<file path="src/rtl/evpk_pkg.sv">
package evpk_pkg;

    typedef enum logic [2:0] {
        ST_IDLE,
        ST_DEST,
        ST_SRC,
        ST_KIND,
        ST_BODY,
        ST_DONE
    } evpk_state_e;

    localparam logic [1:0] KIND_EVENT = 2'b10;
    localparam logic [3:0] SUB_MORE   = 4'd1;
    localparam logic [3:0] SUB_FINAL  = 4'd0;

    function automatic logic [15:0] kind_word(input logic [3:0] sub);
        return {KIND_EVENT, sub, 10'b0};
    endfunction

endpackage

</file>
<file path="src/rtl/evpk_word_sel.sv">
module evpk_word_sel #(
    parameter int DATA_W = 88,
    parameter int NWORDS = 6,
    parameter int IDX_W  = 3
) (
    input  logic              clk,
    input  logic              rst_n,
    input  logic              load,
    input  logic [DATA_W-1:0] data_in,
    input  logic [IDX_W-1:0]  idx,
    output logic [15:0]       word
);
    localparam int PAD_W = NWORDS * 16;

    logic [PAD_W-1:0] held_q;
    logic [PAD_W-1:0] padded;
    logic [15:0]      words [NWORDS];

    always_comb begin
        padded = '0;
        padded[DATA_W-1:0] = data_in;
    end

    always_ff @(posedge clk or negedge rst_n) begin
        if (!rst_n)
            held_q <= '0;
        else if (load)
            held_q <= padded;
    end

    for (genvar g = 0; g < NWORDS; g++) begin : g_word
        assign words[g] = held_q[g*16 +: 16];
    end

    assign word = words[idx];

endmodule

</file>
<file path="src/rtl/evpk_flit_mux.sv">
module evpk_flit_mux
    import evpk_pkg::*;
(
    input  logic        clk,
    input  logic        rst_n,
    input  logic        load,
    input  logic [15:0] id_in,
    input  logic [15:0] dest_in,
    input  evpk_state_e state,
    input  logic        final_pkt,
    input  logic [15:0] word,
    output logic [15:0] flit
);
    logic [15:0] id_q;
    logic [15:0] dest_q;

    always_ff @(posedge clk or negedge rst_n) begin
        if (!rst_n) begin
            id_q   <= '0;
            dest_q <= '0;
        end else if (load) begin
            id_q   <= id_in;
            dest_q <= dest_in;
        end
    end

    always_comb begin
        unique case (state)
            ST_DEST: flit = dest_q;
            ST_SRC:  flit = id_q;
            ST_KIND: flit = kind_word(final_pkt ? SUB_FINAL : SUB_MORE);
            ST_BODY: flit = word;
            default: flit = '0;
        endcase
    end

endmodule

</file>
<file path="src/rtl/evpk_ctrl.sv">
module evpk_ctrl
    import evpk_pkg::*;
#(
    parameter int NWORDS  = 6,
    parameter int PAY_MAX = 5,
    parameter int IDX_W   = 3,
    parameter int PCNT_W  = 3
) (
    input  logic             clk,
    input  logic             rst_n,
    input  logic             event_available,
    input  logic             overflow,
    input  logic             out_ready,
    output evpk_state_e      state,
    output logic [IDX_W-1:0] widx,
    output logic             final_pkt,
    output logic             load,
    output logic             out_valid,
    output logic             out_last,
    output logic             event_consumed
);
    evpk_state_e       state_q, state_d;
    logic [PCNT_W-1:0] pcnt_q;
    logic [IDX_W-1:0]  widx_q;
    logic              last_word;
    logic              pkt_end;
    logic              beat;

    assign last_word = (widx_q == IDX_W'(NWORDS - 1));
    assign pkt_end   = last_word || (pcnt_q == PCNT_W'(PAY_MAX - 1));
    assign final_pkt = (int'(widx_q) + PAY_MAX) >= NWORDS;
    assign beat      = out_valid && out_ready;

    // next state
    always_comb begin
        state_d = state_q;
        unique case (state_q)
            ST_IDLE: if (event_available) state_d = ST_DEST;
            ST_DEST: if (out_ready) state_d = ST_SRC;
            ST_SRC:  if (out_ready) state_d = ST_KIND;
            ST_KIND: if (out_ready) state_d = ST_BODY;
            ST_BODY: if (out_ready) begin
                if (last_word)    state_d = ST_DONE;
                else if (pkt_end) state_d = ST_DEST;
            end
            ST_DONE: state_d = ST_IDLE;
            default: state_d = ST_IDLE;
        endcase
    end

    // state register and counters
    always_ff @(posedge clk or negedge rst_n) begin
        if (!rst_n) begin
            state_q <= ST_IDLE;
            widx_q  <= '0;
            pcnt_q  <= '0;
        end else begin
            state_q <= state_d;
            if (load) begin
                widx_q <= '0;
                pcnt_q <= '0;
            end else if (state_q == ST_BODY && beat) begin
                if (!last_word) widx_q <= widx_q + 1'b1;
                pcnt_q <= pkt_end ? '0 : pcnt_q + 1'b1;
            end
        end
    end

    // outputs
    always_comb begin
        out_valid      = 1'b0;
        out_last       = 1'b0;
        event_consumed = 1'b0;
        load           = 1'b0;
        unique case (state_q)
            ST_IDLE: load = event_available;
            ST_DEST, ST_SRC, ST_KIND: out_valid = 1'b1;
            ST_BODY: begin
                out_valid = 1'b1;
                out_last  = pkt_end;
            end
            ST_DONE: event_consumed = 1'b1;
            default: ;
        endcase
    end

    assign state = state_q;
    assign widx  = widx_q;

    AST_CONS_ONE:   assert property (@(posedge clk) disable iff (!rst_n) event_consumed |=> !event_consumed);
    AST_IDLE_QUIET: assert property (@(posedge clk) disable iff (!rst_n) (state_q == ST_IDLE && !event_available && !overflow) |=> !out_valid);
    AST_IDX_RANGE:  assert property (@(posedge clk) disable iff (!rst_n) int'(widx_q) < NWORDS);
    AST_PCNT_RANGE: assert property (@(posedge clk) disable iff (!rst_n) int'(pcnt_q) < PAY_MAX);

endmodule

</file>
<file path="src/rtl/evpk_serializer.sv">
module evpk_serializer
    import evpk_pkg::*;
#(
    parameter int DATA_W      = 88,
    parameter int MAX_PKT_LEN = 8
) (
    input  logic              clk,
    input  logic              rst_n,
    input  logic [15:0]       id,
    input  logic [15:0]       dest,
    input  logic [DATA_W-1:0] data,
    input  logic              overflow,
    input  logic              event_available,
    output logic              event_consumed,
    output logic [15:0]       out_flit,
    output logic              out_valid,
    output logic              out_last,
    input  logic              out_ready
);
    localparam int NWORDS  = (DATA_W + 15) / 16;
    localparam int PAY_MAX = MAX_PKT_LEN - 3;
    localparam int IDX_W   = (NWORDS > 1) ? $clog2(NWORDS) : 1;
    localparam int PCNT_W  = (PAY_MAX > 1) ? $clog2(PAY_MAX) : 1;

    evpk_state_e      state;
    logic [IDX_W-1:0] widx;
    logic             final_pkt;
    logic             load;
    logic [15:0]      word;

    evpk_ctrl #(
        .NWORDS (NWORDS),
        .PAY_MAX(PAY_MAX),
        .IDX_W  (IDX_W),
        .PCNT_W (PCNT_W)
    ) u_ctrl (
        .clk            (clk),
        .rst_n          (rst_n),
        .event_available(event_available),
        .overflow       (overflow),
        .out_ready      (out_ready),
        .state          (state),
        .widx           (widx),
        .final_pkt      (final_pkt),
        .load           (load),
        .out_valid      (out_valid),
        .out_last       (out_last),
        .event_consumed (event_consumed)
    );

    evpk_word_sel #(
        .DATA_W(DATA_W),
        .NWORDS(NWORDS),
        .IDX_W (IDX_W)
    ) u_word_sel (
        .clk    (clk),
        .rst_n  (rst_n),
        .load   (load),
        .data_in(data),
        .idx    (widx),
        .word   (word)
    );

    evpk_flit_mux u_flit_mux (
        .clk      (clk),
        .rst_n    (rst_n),
        .load     (load),
        .id_in    (id),
        .dest_in  (dest),
        .state    (state),
        .final_pkt(final_pkt),
        .word     (word),
        .flit     (out_flit)
    );

    AST_FLIT_HOLD:       assert property (@(posedge clk) disable iff (!rst_n) (out_valid && !out_ready) |=> (out_valid && $stable(out_flit) && $stable(out_last)));
    AST_CONS_AFTER_LAST: assert property (@(posedge clk) disable iff (!rst_n) event_consumed |-> $past(out_valid && out_ready && out_last));

endmodule

</file>
<file path="config.mk">
export PLATFORM = sky130hd
export DESIGN_NAME = evpk_serializer
export DESIGN_NICKNAME = d
export VERILOG_FILES = /design/src/rtl/evpk_pkg.sv /design/src/rtl/evpk_word_sel.sv /design/src/rtl/evpk_flit_mux.sv /design/src/rtl/evpk_ctrl.sv /design/src/rtl/evpk_serializer.sv
export SDC_FILE = /design/constraint.sdc
export NUM_CORES = 1
export LEC_CHECK = 0
export BUFFER_PORTS_ARGS = -buffer_cell sky130_fd_sc_hd__buf_2
export CAP_MARGIN = 20
export CORE_ASPECT_RATIO = 1.4
export CORE_MARGIN = 1.5
export CORE_UTILIZATION = 46
export CTS_CLUSTER_DIAMETER = 200
export DETAILED_ROUTE_END_ITERATION = 8
export PLACE_DENSITY = 0.77
export SYNTH_ARGS = -nofsm -noshare
export SYNTH_HDL_FRONTEND = slang
export SYNTH_SLANG_ARGS = --single-unit
</file>
<file path="constraint.sdc">
create_clock -name clk -period 5 [get_ports clk]
set_input_delay 0.75 -clock clk [delete_from_list [all_inputs] [get_ports clk]]
set_output_delay 0.75 -clock clk [all_outputs]
set_load 0.02 [all_outputs]
</file>
[After elaboration in Yosys (flattened, before gate mapping)]
Index checks and enable logic that the tools add are counted.
Storage, ports and cells
  flip-flop bits (word level): 129
  bits in latches: 0
  bits in writable memories: 0
  bits in read-only memories: 0
  input bits: 125
  output and inout port bits: 19
  word-level logic and storage cells: 57
  memories kept: 0
Operators by class
  add/sub/neg operators: 3
  multipliers: 0
  divide/modulo/power cells: 0
  magnitude comparators: 2
  equality and inequality tests: 14
  shifts and indexed selects: 0
  muxes and demuxes: 23
  bitwise operators: 1
  reductions and logical operators: 8
Operator list (count)
  $pmux 16 s4: 1
  $bmux 16 s3: 1
  $mux 3: 13
  $ge 32x4->1 const B: 1
  $mux 16: 2
  $pmux 3 s5: 1
  $eq 3x3->1 const B: 4
  $ne 2x2->1 const B: 6
  $add 3x1->3 const B: 2
  $eq 3x2->1 const B: 2
  $reduce_and 6->1: 1
  $mux 1: 5
  $add 3x3->4 const B: 1
  $ge 4x4->1 const B: 1
  $not 3->4: 1
  $reduce_or 4->1: 1
  $eq 3x1->1 const B: 1
  $logic_not 3->1: 1
  $ne 3x1->1 const B: 1
  $logic_and 1x1->1: 2
  $reduce_and 2->1: 1
  $reduce_bool 2->1: 1
  $logic_or 1x1->1: 1

[Longest topological paths before layout]
  depth after elaboration: 7
  mapped depth: 7
  mapped depth without buffers: 6

[Hierarchy]
A second synthesis with hierarchy kept.
Second synthesis, totals
  cell total of the unflattened synthesis: 476
  area total of the unflattened synthesis: 6185.9 um2
By module, submodules not included
  evpk_word_sel: times used 1, cells each 272, area an instance 4016.4 um2, seq. area each 2202.1 um2
  evpk_flit_mux: times used 1, cells each 143, area an instance 1579.0 um2, seq. area each 800.8 um2
  evpk_ctrl: times used 1, cells each 61, area an instance 590.6 um2, seq. area each 225.2 um2

[Worst setup path before layout]
Ideal clock, no wire load.
  path type: register to output
  from: register u_ctrl.widx_q[1] (netlist: u_ctrl.widx[1])
  to: output out_flit[10]
  arrival time: 1.508 ns
  setup slack: 2.742 ns
  stages on the path, launching flop included: 7
  buffers on the path: 1
  cell sequence: dfrtp_1 -> buf_2 -> inv_2 -> ha_1 -> a211o_1 -> a31oi_1 -> a221o_1
On the way
  longest elaborated chain between the ends: 5
  elaborated cells between the ends (all ways): 8
  classes of those cells: add/sub: 1; order compare: 1; mux: 5; bitwise: 1
RTL lines
  start: declaration: line evpk_ctrl.sv:24  | logic [IDX_W-1:0] widx_q;
  start signal: assignment: line evpk_ctrl.sv:63  | if (!last_word) widx_q <= widx_q + 1'b1;
  parallel branches: the longest is 4 deep, another holds $ge 32x4->1
  $pmux 16 s4 (*): line evpk_flit_mux.sv:28  | unique case (state)
  end: declaration: line evpk_serializer.sv:15  | output logic [15:0] out_flit,
Mark *: on every way between the ends. The select of a mux whose other input is x is not followed.

[Worst setup path in the final report]
  from: register u_ctrl.state_q[2] (netlist: u_ctrl.state[2])
  to: output out_flit[15]
On the way
  longest elaborated chain between the ends: 2
  elaborated cells between the ends (all ways): 5
  classes of those cells: eq/ne: 4; mux: 1
RTL lines
  start: declaration: line evpk_ctrl.sv:22  | evpk_state_e state_q, state_d;
  start signal: assignment: line evpk_ctrl.sv:58  | state_q <= state_d;
  $eq 3x3->1 (tied with other cells): line evpk_flit_mux.sv:28
  $pmux 16 s4 (*): line evpk_flit_mux.sv:28
Every way passes the cells marked *; elsewhere a longest branch is shown, timed or not.

==> results.toml <==
[status]
status = "finished, final reports clean"

[placement]
io_buffers = 142
place_hpwl_um = 11400
place_ws_ns = 1.77
gp_congestion = 0.843

[die]
ios = 144
dieArea_um2 = 13900
die_height_um = 139
core_area_um2 = 12900
num_rows = 49
die_x_um = 100
initial_core_util_pct = 47.3

[drt]
antenna_left = 0
route.met3.wl_um = 655
drtPass1Iterations = 5
m1WireLength_um = 6590
initialDrtViolationCount = 322
met2WireLength_um = 8000
totalWireLength_um = 16000
via_per_inst = 5.11
drc = 0
top_layer_used = "met4"
num_vias = 5099
wl_per_cell_um = 16.0

[layout]
drive_above_1_share_pct = 23.2
utilization_pct = 57.6
nNetsFinal = 960
area_growth_pct = 21.8
n_antenna_cell = 0

[logic_synthesis]
avgSynthCellArea_um2 = 8.58
synth_area_um2 = 6090
synthCells = 710
yosys-top-cells-area = "dfrtp_1 53%, nand2_1 23%, mux2i_1 4.1%"
syn-num-nets = 839
yosysTopAreaCell = "dfrtp_1"
seq_area_frac_synth_pct = 53.0
synth-seq-cells = 129
ys.flop_type = "dfrtp_1"
post_synth_num_cell_types = 39
synth_common_cells = "379 x nand2_1, 129 x dfrtp_1, 25 x mux2i_1"
synth.top_cell.area_share_pct = 53.0
yosys_warnings = 0
synth_edf_count = 0
async_flop_share_pct = 100
synth.most_common_cell = "nand2_1"

[sta]
period_share_pct = 73.8
worstMarginPinSlew_ns = 1.02
whs_ns = 0.210
worst_slack_ns = 1.31
finalHoldViolations = 0
post-route-min-period_ns = 3.69
skew_ns = 0.00741
tns_ns = 0
maxSlewHeadroom_pct = 32.0
setup_viol = 0
final_max_slew_viol_count = 0
max_freq_mhz = 271
rsz0062_at_grt = "false"

[clock_network]
root_buffer = "clkbuf_16"
clk_pin_slew_worst_paths_ns = 0.06
numCtsBuffers = 17
clock-sinks = 129
cts_setup_buffers = 0
cts_buffer_depth = 2
cts_tree = "built"
cts_resized = 0
clk_latency_ns = 0.42
h-tree-depth = 4
cts_hold_buf = 0

[worst_setup_path]
setup.worst_path.end_class = "output port"
crit_fanout = 26
startpoint_type = "register"
max_stage_delay_ns = 0.89
cp_slowest_cell = "dfrtp_1"
criticalPathCategory = "reg2out"
critPathArrivalTime_ns = 2.94
cp_cell_sequence = "nand2_1 > nor2_1 > a221o_1 > buf_2"
required_ns = 4.25

[power_and_ir_drop]
vdd_ir_drop_max_v = 0.000268
p_per_area_nw_per_um2 = 655
leakagePower_nw = 3.93

[global_routing]
overflow = 0
grtUsageTotal_pct = 23.9
grt_pass1_wl_um = 25000
grt_max_degree = 76
antenna_found_initial = 0
grt_pass1_vias = 4988

[flow_run]
cap_viol_max_count = 0

[worst_hold_path]
hold_class = "in2async"
[final timing paths]
check,cells past startpoint,from,slack (ns),to
setup / recovery,4,u_ctrl.state[2]$_DFFE_PN0P_,1.31,out_flit[15]
hold / removal,1,rst_n,0.21,u_word_sel.held_q[46]$_DFFE_PN0P_
setup reg to reg,4,u_ctrl.state[2]$_DFFE_PN0P_,2.27,u_word_sel.held_q[10]$_DFFE_PN0P_
hold reg to reg,2,u_word_sel.held_q[4]$_DFFE_PN0P_,0.47,u_word_sel.held_q[4]$_DFFE_PN0P_
max in group asynchronous,2,rst_n,3.53,u_ctrl.widx[0]$_DFFE_PN0P_
min in group clk,2,u_word_sel.held_q[4]$_DFFE_PN0P_,0.47,u_word_sel.held_q[4]$_DFFE_PN0P_
[critical path: cells and delay by family (launching register included)]
kind,cells,cell delay [ns]
buffers and inverters,1,0.18
flip-flops,1,0.89
AO/OA/AOI/OAI,1,0.30
AND/OR/NAND/NOR,2,1.15
[cell type report]
class	instances	area, µm²
Fill cell	1177	5460
Sequential cell	129	3230
Multi-Input combinational cell	530	2590
Timing Repair Buffer	149	763
Clock buffer	17	425
Clock inverter	15	205
Tap cell	153	191
Inverter	4	15.0
[registers in the layout, indices dropped and copies added (netlist names)]
signal	cells
u_ctrl.state	3
u_ctrl.widx	3
u_flit_mux.dest_q	16
u_flit_mux.id_q	16
u_word_sel.held_q	88
u_ctrl.pcnt_q	3
[logic make-up (layout without fill, tap and decap cells)]
group	count (synthesis)	in the layout	share of synthesized area, %
mux	33	33	5.59
xor+xnor	2	2	0.288
buf+inv	51	185	4.50
compound gates	77	77	8.65
simple gates	414	414	27.1
fa+ha+maj	4	4	0.822
flops	129	129	53.0
[routing by layer]
metal	track usage, %	vias to the layer above
met4	14.0	0
li1	-	2539
met5	0	-
met1	29.4	2365
met2	38.8	151
met3	4.44	44
[per-stage QoR]
| stage | instances | area [µm²] | total power, W |
|---|---|---|---|
| after global routing | 997 | 7420 | 0.00519 |
| final | 997 | 7420 | 0.00486 |
| after detailed placement | 964 | 6780 | 0.00355 |
| after CTS | 996 | 7410 | 0.00488 |
| after global placement | 964 | 6780 | 0.00348 |
| after floorplan | 710 | 6090 | 0.00304 |
[placed cells by master, fill, tap and decap left out, types with 5 or more instances in the layout]
cell       Yosys  final
a22o_1         9      9
o21ai_0       15     15
mux2_2         8      8
inv_6          0      5
dfrtp_1      129    128
a22oi_1       15     15
buf_4          2      7
a21oi_1       10     10
o22ai_1       17     17
a221o_1        8      8
nand2_1      379    379
clkbuf_16      0     17
mux2i_1       25     25
nor2_1        12     12
buf_2         24    141
[where the power goes]
group	total (W)	leakage [nW]	internal [W]	switching, W
Sequential	0.00188	1.61	0.00153	0.000351
Combinational	0.00166	2.02	0.000627	0.00104
Clock	0.00131	0.301	0.000840	0.000474
Total	0.00486	3.93	0.00300	0.00186
Power figures use the tool's default switching activity.
